<file path="src/rtl/nbx_pkg.sv">
package nbx_pkg;
  typedef enum logic [1:0] {
    PREC_HALF   = 2'd0,
    PREC_SINGLE = 2'd1,
    PREC_DOUBLE = 2'd2,
    PREC_RSVD   = 2'd3
  } nbx_prec_e;

  typedef enum logic [1:0] {
    OP_XFER_IN  = 2'd0,
    OP_XFER_OUT = 2'd1,
    OP_SRC_READ = 2'd2,
    OP_RES_WR   = 2'd3
  } nbx_op_e;

  localparam int NUM_NARROW = 2;

  function automatic int exp_bits(input int width);
    if (width <= 16)      return 5;
    else if (width <= 32) return 8;
    else                  return 11;
  endfunction
endpackage

</file>
<file path="src/rtl/nbx_box_check.sv">
module nbx_box_check #(
  parameter int FLEN = 64,
  parameter int W    = 32
) (
  input  logic [FLEN-1:0] value,
  output logic            box_ok,
  output logic [FLEN-1:0] low_bits,
  output logic [FLEN-1:0] boxed,
  output logic [FLEN-1:0] canon
);
  localparam int EXP_W = nbx_pkg::exp_bits(W);
  localparam int MAN_W = W - 1 - EXP_W;
  localparam int UP_W  = FLEN - W;

  localparam logic [W-1:0] CANON_N = {1'b0, {EXP_W{1'b1}}, 1'b1, {(MAN_W-1){1'b0}}};

  assign box_ok   = &value[FLEN-1:W];
  assign low_bits = {{UP_W{1'b0}}, value[W-1:0]};
  assign boxed    = {{UP_W{1'b1}}, value[W-1:0]};
  assign canon    = {{UP_W{1'b0}}, CANON_N};
endmodule

</file>
<file path="src/rtl/nbx_shaper.sv">
module nbx_shaper #(
  parameter int FLEN     = 64,
  parameter int HALF_W   = 16,
  parameter int SINGLE_W = 32
) (
  input  logic [FLEN-1:0] value,
  input  logic [1:0]      prec,
  input  logic [1:0]      op,
  output logic [FLEN-1:0] shaped,
  output logic            subst
);
  import nbx_pkg::*;

  logic            ok_a    [NUM_NARROW];
  logic [FLEN-1:0] low_a   [NUM_NARROW];
  logic [FLEN-1:0] boxed_a [NUM_NARROW];
  logic [FLEN-1:0] canon_a [NUM_NARROW];

  for (genvar g = 0; g < NUM_NARROW; g++) begin : g_width
    localparam int WG = (g == 0) ? HALF_W : SINGLE_W;
    nbx_box_check #(.FLEN(FLEN), .W(WG)) u_chk (
      .value   (value),
      .box_ok  (ok_a[g]),
      .low_bits(low_a[g]),
      .boxed   (boxed_a[g]),
      .canon   (canon_a[g])
    );
  end

  logic narrow;
  logic sel;
  assign narrow = (prec == PREC_HALF) || (prec == PREC_SINGLE);
  assign sel    = (prec == PREC_SINGLE);

  always_comb begin
    shaped = value;
    subst  = 1'b0;
    if (narrow) begin
      unique case (op)
        OP_XFER_IN, OP_RES_WR: shaped = boxed_a[sel];
        OP_XFER_OUT:           shaped = low_a[sel];
        default: begin
          if (ok_a[sel]) begin
            shaped = low_a[sel];
          end else begin
            shaped = canon_a[sel];
            subst  = 1'b1;
          end
        end
      endcase
    end
  end

  // replacement flag only comes from operand reads of narrow formats
  always_comb begin
    if (subst) begin
      p_subst_narrow_r7: assert (op == OP_SRC_READ && narrow);
    end
  end
endmodule

</file>
<file path="src/rtl/nbx_pipe_reg.sv">
module nbx_pipe_reg #(
  parameter int W = 65
) (
  input  logic         clk,
  input  logic         rst_n,
  input  logic         in_valid,
  output logic         in_ready,
  input  logic [W-1:0] in_data,
  output logic         out_valid,
  input  logic         out_ready,
  output logic [W-1:0] out_data
);
  assign in_ready = !out_valid || out_ready;

  always_ff @(posedge clk) begin
    if (!rst_n)        out_valid <= 1'b0;
    else if (in_ready) out_valid <= in_valid;
  end

  always_ff @(posedge clk) begin
    if (in_valid && in_ready) out_data <= in_data;
  end

  p_hold_stable_r2: assert property (@(posedge clk) disable iff (!rst_n)
    (out_valid && !out_ready) |=> (out_valid && $stable(out_data)));

  p_accept_shows_r2: assert property (@(posedge clk) disable iff (!rst_n)
    (in_valid && in_ready) |=> out_valid);
endmodule

</file>
<file path="src/rtl/nanbox_unit.sv">
module nanbox_unit #(
  parameter int FLEN     = 64,
  parameter int HALF_W   = 16,
  parameter int SINGLE_W = 32
) (
  input  logic            clk,
  input  logic            rst_n,
  input  logic            in_valid,
  output logic            in_ready,
  input  logic [FLEN-1:0] in_value,
  input  logic [1:0]      in_prec,
  input  logic [1:0]      in_op,
  output logic            out_valid,
  input  logic            out_ready,
  output logic [FLEN-1:0] out_value,
  output logic            out_subst
);
  import nbx_pkg::*;

  localparam int PW = FLEN + 1;

  logic [FLEN-1:0] shaped;
  logic            subst;
  logic [PW-1:0]   out_pack;

  nbx_shaper #(.FLEN(FLEN), .HALF_W(HALF_W), .SINGLE_W(SINGLE_W)) u_shape (
    .value (in_value),
    .prec  (in_prec),
    .op    (in_op),
    .shaped(shaped),
    .subst (subst)
  );

  nbx_pipe_reg #(.W(PW)) u_stage (
    .clk      (clk),
    .rst_n    (rst_n),
    .in_valid (in_valid),
    .in_ready (in_ready),
    .in_data  ({subst, shaped}),
    .out_valid(out_valid),
    .out_ready(out_ready),
    .out_data (out_pack)
  );

  assign out_subst = out_pack[FLEN];
  assign out_value = out_pack[FLEN-1:0];

  logic fire;
  assign fire = in_valid && in_ready;

  p_ready_empty_r2: assert property (@(posedge clk) disable iff (!rst_n)
    !out_valid |-> in_ready);

  p_box_in_upper_r3: assert property (@(posedge clk) disable iff (!rst_n)
    (fire && in_op == OP_XFER_IN && in_prec == PREC_HALF)
      |=> (&out_value[FLEN-1:HALF_W]));

  p_result_upper_r4: assert property (@(posedge clk) disable iff (!rst_n)
    (fire && in_op == OP_RES_WR && in_prec == PREC_SINGLE)
      |=> (&out_value[FLEN-1:SINGLE_W]) && !out_subst);

  p_out_clear_r5: assert property (@(posedge clk) disable iff (!rst_n)
    (fire && in_op == OP_XFER_OUT && in_prec == PREC_SINGLE)
      |=> (out_value[FLEN-1:SINGLE_W] == '0) && !out_subst);

  p_subst_only_src_r7: assert property (@(posedge clk) disable iff (!rst_n)
    (fire && in_op != OP_SRC_READ) |=> !out_subst);

  p_double_pass_r8: assert property (@(posedge clk) disable iff (!rst_n)
    (fire && in_prec == PREC_DOUBLE) |=> (out_value == $past(in_value)) && !out_subst);
endmodule

</file>
<file path="config.mk">
export PLATFORM = sky130hd
export DESIGN_NAME = nanbox_unit
export DESIGN_NICKNAME = d
export VERILOG_FILES = /design/src/rtl/nbx_pkg.sv /design/src/rtl/nbx_box_check.sv /design/src/rtl/nbx_shaper.sv /design/src/rtl/nbx_pipe_reg.sv /design/src/rtl/nanbox_unit.sv
export SDC_FILE = /design/constraint.sdc
export NUM_CORES = 1
export LEC_CHECK = 0
export BUFFER_PORTS_ARGS = -buffer_cell sky130_fd_sc_hd__buf_4
export CORE_ASPECT_RATIO = 1.4
export CORE_UTILIZATION = 50
export DETAILED_ROUTE_END_ITERATION = 8
export GPL_TIMING_DRIVEN = 0
export PLACE_DENSITY = 0.92
export SLEW_MARGIN = 20
export SYNTH_ARGS = -nofsm -noshare
export SYNTH_HDL_FRONTEND = slang
export SYNTH_SLANG_ARGS = --single-unit
</file>
<file path="constraint.sdc">
create_clock -name clk -period 7.2 [get_ports clk]
set_clock_uncertainty 0.2 [all_clocks]
set_input_delay 2.16 -clock clk [delete_from_list [all_inputs] [get_ports clk]]
set_output_delay 2.16 -clock clk [all_outputs]
set_load 0.1 [all_outputs]
</file>
# Word-level counts from Yosys, hierarchy flattened

Cells that the tools add are included.

Bits in registers: 66
Input port bits: 72
Logic and storage cells: 35

Order comparisons: 1
Equality and inequality tests: 3
Muxes and demuxes: 16
Bitwise gates (word level): 2
Reduce and logical (&&, ||, !) cells: 10

Operators with widths:

| cell                                                                   | number |
|---|---|
| 64-bit two-way mux                                                     | 8 |
| 64-bit case mux with 2 select lines                                    | 1 |
| 32-bit two-way mux                                                     | 2 |
| 48-bit AND reduction                                                   | 1 |
| 32-bit AND reduction                                                   | 1 |
| 31-bit two-way mux                                                     | 1 |
| 2-bit by 1-bit equality test with 1-bit output (second input constant) | 2 |
| 2-bit zero test                                                        | 2 |
| 1-bit two-way mux                                                      | 4 |
| 4-bit OR reduction                                                     | 1 |
| 2-bit equality test (second input constant)                            | 1 |
| 2-bit >= comparator (second input constant)                            | 1 |
| 1-bit logical OR                                                       | 2 |
| 1-bit NOT with 2-bit output                                            | 1 |
| 2-bit OR reduction                                                     | 1 |
| 1-bit logical AND                                                      | 1 |
| 1-bit zero test                                                        | 1 |
| 1-bit NOT                                                              | 1 |

# Logic depth before layout (Yosys ltp)

Word-level depth: 8
Gate-level depth with buffers: 7
Mapped depth without buffers: 6

# Modules after synthesis

From an unflattened synthesis, not the netlist that was laid out.

Cells, all modules: 1120
Area, all modules: 10123.5 um^2

Modules (own cells, without submodules):

| module                                    | instances | cells an instance | area each (um^2) | sequential area each (um^2) |
|---|---|---|---|---|
| nbx_shaper                                | 1         | 635               | 5047.3           | 0.0 |
| nbx_pipe_reg                              | 1         | 70                | 2009.4           | 1971.9 |
| nbx_box_check at u_shape.g_width[0].u_chk | 1         | 210               | 1549.0           | 0.0 |
| nbx_box_check at u_shape.g_width[1].u_chk | 1         | 205               | 1517.7           | 0.0 |

# Worst setup path after synthesis

OpenSTA, ideal clock, no wires.

Path type: input -> output
Start point: input port out_ready
End point: output port in_ready
Data arrival time: 2.934 ns
Setup slack: 1.906 ns
Stages on the path: 1
Cell sequence: nand2b_1

Word-level cells in the longest chain between the ends: 1

RTL lines:

| element          | RTL line           | source |
|---|---|---|
| start, declared  | nanbox_unit.sv:14  | `input logic out_ready,` |
| 1-bit logical OR | nbx_pipe_reg.sv:13 | `assign in_ready = !out_valid \|\| out_ready;` |
| end, declared    | nanbox_unit.sv:9   | `output logic in_ready,` |

No other way between the ends.

# Worst setup path in the final report

Same ends and word-level chain as after synthesis.

==> metrics list <==
* Worst slack after detailed placement: 2.17 ns
- 1st-pass router iterations: 7
- In this run switching power makes up between 30 and 40% of total power.
- Summing all placed instances gives a cell area of approximately 0.0041 sq mm.
- Setup violations remaining at the end of the flow were counted as 0.
- Synthesized netlist cell count: 236
- Layout cell share with drive strength beyond 1: 43.2%
- Cells along the critical path: buf_4 -> nand2b_1 -> buf_4
- Post-detailed-route via-to-cell ratio: 5.23
* Class of the tightest hold or removal check: flop to flop
- Post-detailed-routing wire length: roughly 7.3 mm
- In this run the count of I/O pins placed on the die edge is roughly 140.
- Main flop type after synthesis: edfxtp_1
- Number of global-route vias before repair: approximately 2400
- Clk_lat worst skew: roughly 0.31 ns
- Final setup TNS: 0 ns
- The clock period could shrink to between 5 and 6 ns.
- The internal portion of the total power is approximately 700 uW.
- On the critical path, the stage with the largest delay is an instance of buf_4.
- Data on the critical path arrives at its endpoint at between 2 and 3 ns.
* # clock sinks: 66
* Final std cell area, no fill: approximately 0.0043 sq mm
- The number of max-slew violations in the final report was 0.
- Entering global routing, the biggest net connects 48 pins.
- Sequential-to-total area share from yosys stat: around two thirds
* Number of distinct library cells after synthesis: 28
- RSZ-0062 raised after global routing: false
* Core area: 0.00582 sq mm
- In this run the static leakage power is a little under 2 nW.
* Die extent in x: 67.4 um
* Number of DRC violations after detailed-routing iteration 0: between 200 and 250
* CTS Root Cell: clkbuf_8
- Placement row count: 33
- Clock-pin slew was measured on the worst setup and hold paths at 0.06 ns.
- Total CTS buffers: 9
* Critical Path Sink Type: output pin
* Ys Warns: 0
- CP Data Required Time: roughly 4.8 ns
- Number of antenna violations at the first check in global routing: 0
- Number of flip-flops and latches in the synthesized netlist: between 60 and 70
- Detail Route Antenna Nets: 0
- Setup bufs post-CTS: 0
- The number of cells on the worst reg-to-reg path is 3.
- Crit path top cell by count: buf_4
- Post-route non-filler standard cell count: 459
- The share of total power dissipated in sequential elements is ~42%.
- Fraction of the core area covered by cells at the end of the flow: roughly three quarters
- Global-route wire length before repair: 11.1 mm
- Synth-to-Final Area Change: 43.9%
- At the pin with the least slew margin, the transition time is roughly 0.66 ns.
- Mapped Nets: 312
- Total half-perimeter wirelength after legalization and detailed placement: around 5.5 mm
* Clock tree from TritonCTS: built
* Count of endpoints failing hold in the final timing report: 0
- Total number of nets in the final design: about 460
- Combinational logic burns 32.5% of the power.
- Congestion Overflow GR: 0
- Worst voltage drop across the vdd grid: ~0.14 mV
* Starting density of the core: about half
- H-tree depth: 3
- Post-route total power: 1.11 mW
- Clock Tree Buf Depth: 2
* Gr usage total: ~24%
- Measured against its own limit, the worst slew margin works out to between 50% and 60%.
- Count of port buffers added during placement: approximately 140
- Once placement completed, the tool counted placed cells totaling around 440.
- Of all nets on the critical path, the largest fanout is 3.
- Cts-stage hold buffer count: 0
- The flow ran to the end, and the final reports show no timing, DRC or antenna violations.
- The worst hold path was traced through 2 stages.
- Post-synthesis instance area: 0.00299 sq mm
- Classification of the worst setup path: primary input to output pin
* DR vias: 2401
* Net switching power of the design: approximately 410 uW
* Element type at the critical path start: primary input
* Final WS setup: approximately 2.2 ns
- After synthesis, the mean cell area works out to ~13 sq um.
- Once the clock tree was built, the resizer swapped 0 gates to a different size.
* Share of async-settable or async-resettable flops after synthesis: 0%
- The floorplan step defined a die boundary enclosing 0.00630 sq mm.
- Pwr per Cell Area: around 260 mW/mm^2
- Die span in y: slightly above 90 um
* Part of the total power dissipated in the clock network: between 20% and 30%
- After detailed routing, the number of remaining DRC violations is 0.
- In the finished design, the share of the clock period the worst path needs comes to between 60% and 70%.
- GP Congestion: about 0.77
- Counting flops with a built-in enable in the synthesized netlist gives 65.
- Ant. Diodes: 0
- In this design, the stage delay of the slowest critical-path cell is 0.24 ns.
- Fmax achieved: just under 0.2 GHz
- Across the run, the number of max-cap violations was 0.
* Final-layout worst hold slack: around 0.35 ns
- Dividing the detail-routed wire length by the instance count gives 16.0 um.
## worst max-delay path: cells and delay by family
kind                   cells  cell delay, ns
buffers and inverters      2            0.34
AND/OR/NAND/NOR            1            0.16
## registers in the layout, summed over array words and instances (netlist names)
register and count:
u_stage.out_data 65, u_stage.out_valid 1
## power by group through the flow
stage	Sequential (mW)	Clock, mW	Combinational (mW)
2_1_floorplan	0.690	0	0.0543
3_3_place_gp	0.479	0	0.351
3_5_place_dp	0.478	0	0.360
4_1_cts	0.470	0.287	0.361
5_1_grt	0.473	0.298	0.374
6_report	0.470	0.280	0.361
## area by class of cell
type	count	area, sq um
Sequential cell	66	1970
Timing Repair Buffer	138	1050
Tap cell	70	87.6
Clock inverter	5	46.3
Fill cell	366	1520
Buffer	12	61.3
Multi-Input combinational cell	114	797
Inverter	44	165
Clock buffer	10	128
## cell families after synthesis
group,Yosys count,synth area share (%)
flip-flops,66,65.9
buffers and inverters,56,7.57
AND/OR/NAND/NOR,54,13.0
adder cells (fa/ha/maj),4,1.67
AO/OA/AOI/OAI,56,11.9
## cells in the mapped netlist (all sizes together) (2+ instances only)
master / number / area, sq um
edfxtp: 65 / 1950
inv: 44 / 165
a21oi: 33 / 165
nand4: 12 / 75.1
nand2: 10 / 37.5
nand3: 10 / 50.1
nor3b: 10 / 125
clkbuf: 9 / 33.8
o21ai: 8 / 40.0
o211a: 6 / 60.1
ha: 4 / 50.1
a31oi: 3 / 33.8
buf: 3 / 27.5
a21boi: 2 / 15.0
and2: 2 / 12.5
nand2b: 2 / 12.5
nor2: 2 / 7.51
nor2b: 2 / 12.5
nor4: 2 / 42.5
## metal layers
| metal | track usage (%) | up-vias | share of wire [%] |
|---|---|---|---|
| met1 | 27.6 | 1132 | 35 |
| met5 | 0 | - | 0 |
| met3 | 3.78 | 16 | 5.7 |
| met2 | 41.6 | 112 | 57 |
| li1 | - | 1141 | - |
| met4 | 12.9 | 0 | 2.1 |
## worst paths after layout
path                                         from                  end  slack, ns
worst max-delay path                    out_ready             in_ready       2.17
worst min-delay path            u_stage.out_valid    u_stage.out_valid       0.35
worst max register to register  u_stage.out_valid  u_stage.out_data[6]       5.62
worst min register to register  u_stage.out_valid    u_stage.out_valid       0.35
## cells in the final DEF (no fill, tap or decap), drive strengths merged, types with 2 or more instances in the layout
master | synthesis | routed
buf | 3 | 141
edfxtp | 65 | 65
inv | 44 | 44
a21oi | 33 | 33
clkbuf | 9 | 19
nand4 | 12 | 12
nand3 | 10 | 10
nand2 | 10 | 10
nor3b | 10 | 10
o21ai | 8 | 8
o211a | 6 | 6
ha | 4 | 4
clkinv | 0 | 4
a31oi | 3 | 3
nor2b | 2 | 2
nor4 | 2 | 2
nor2 | 2 | 2
nand2b | 2 | 2
a21boi | 2 | 2
and2 | 2 | 2
No activity file was read; power rests on OpenSTA's default activity.
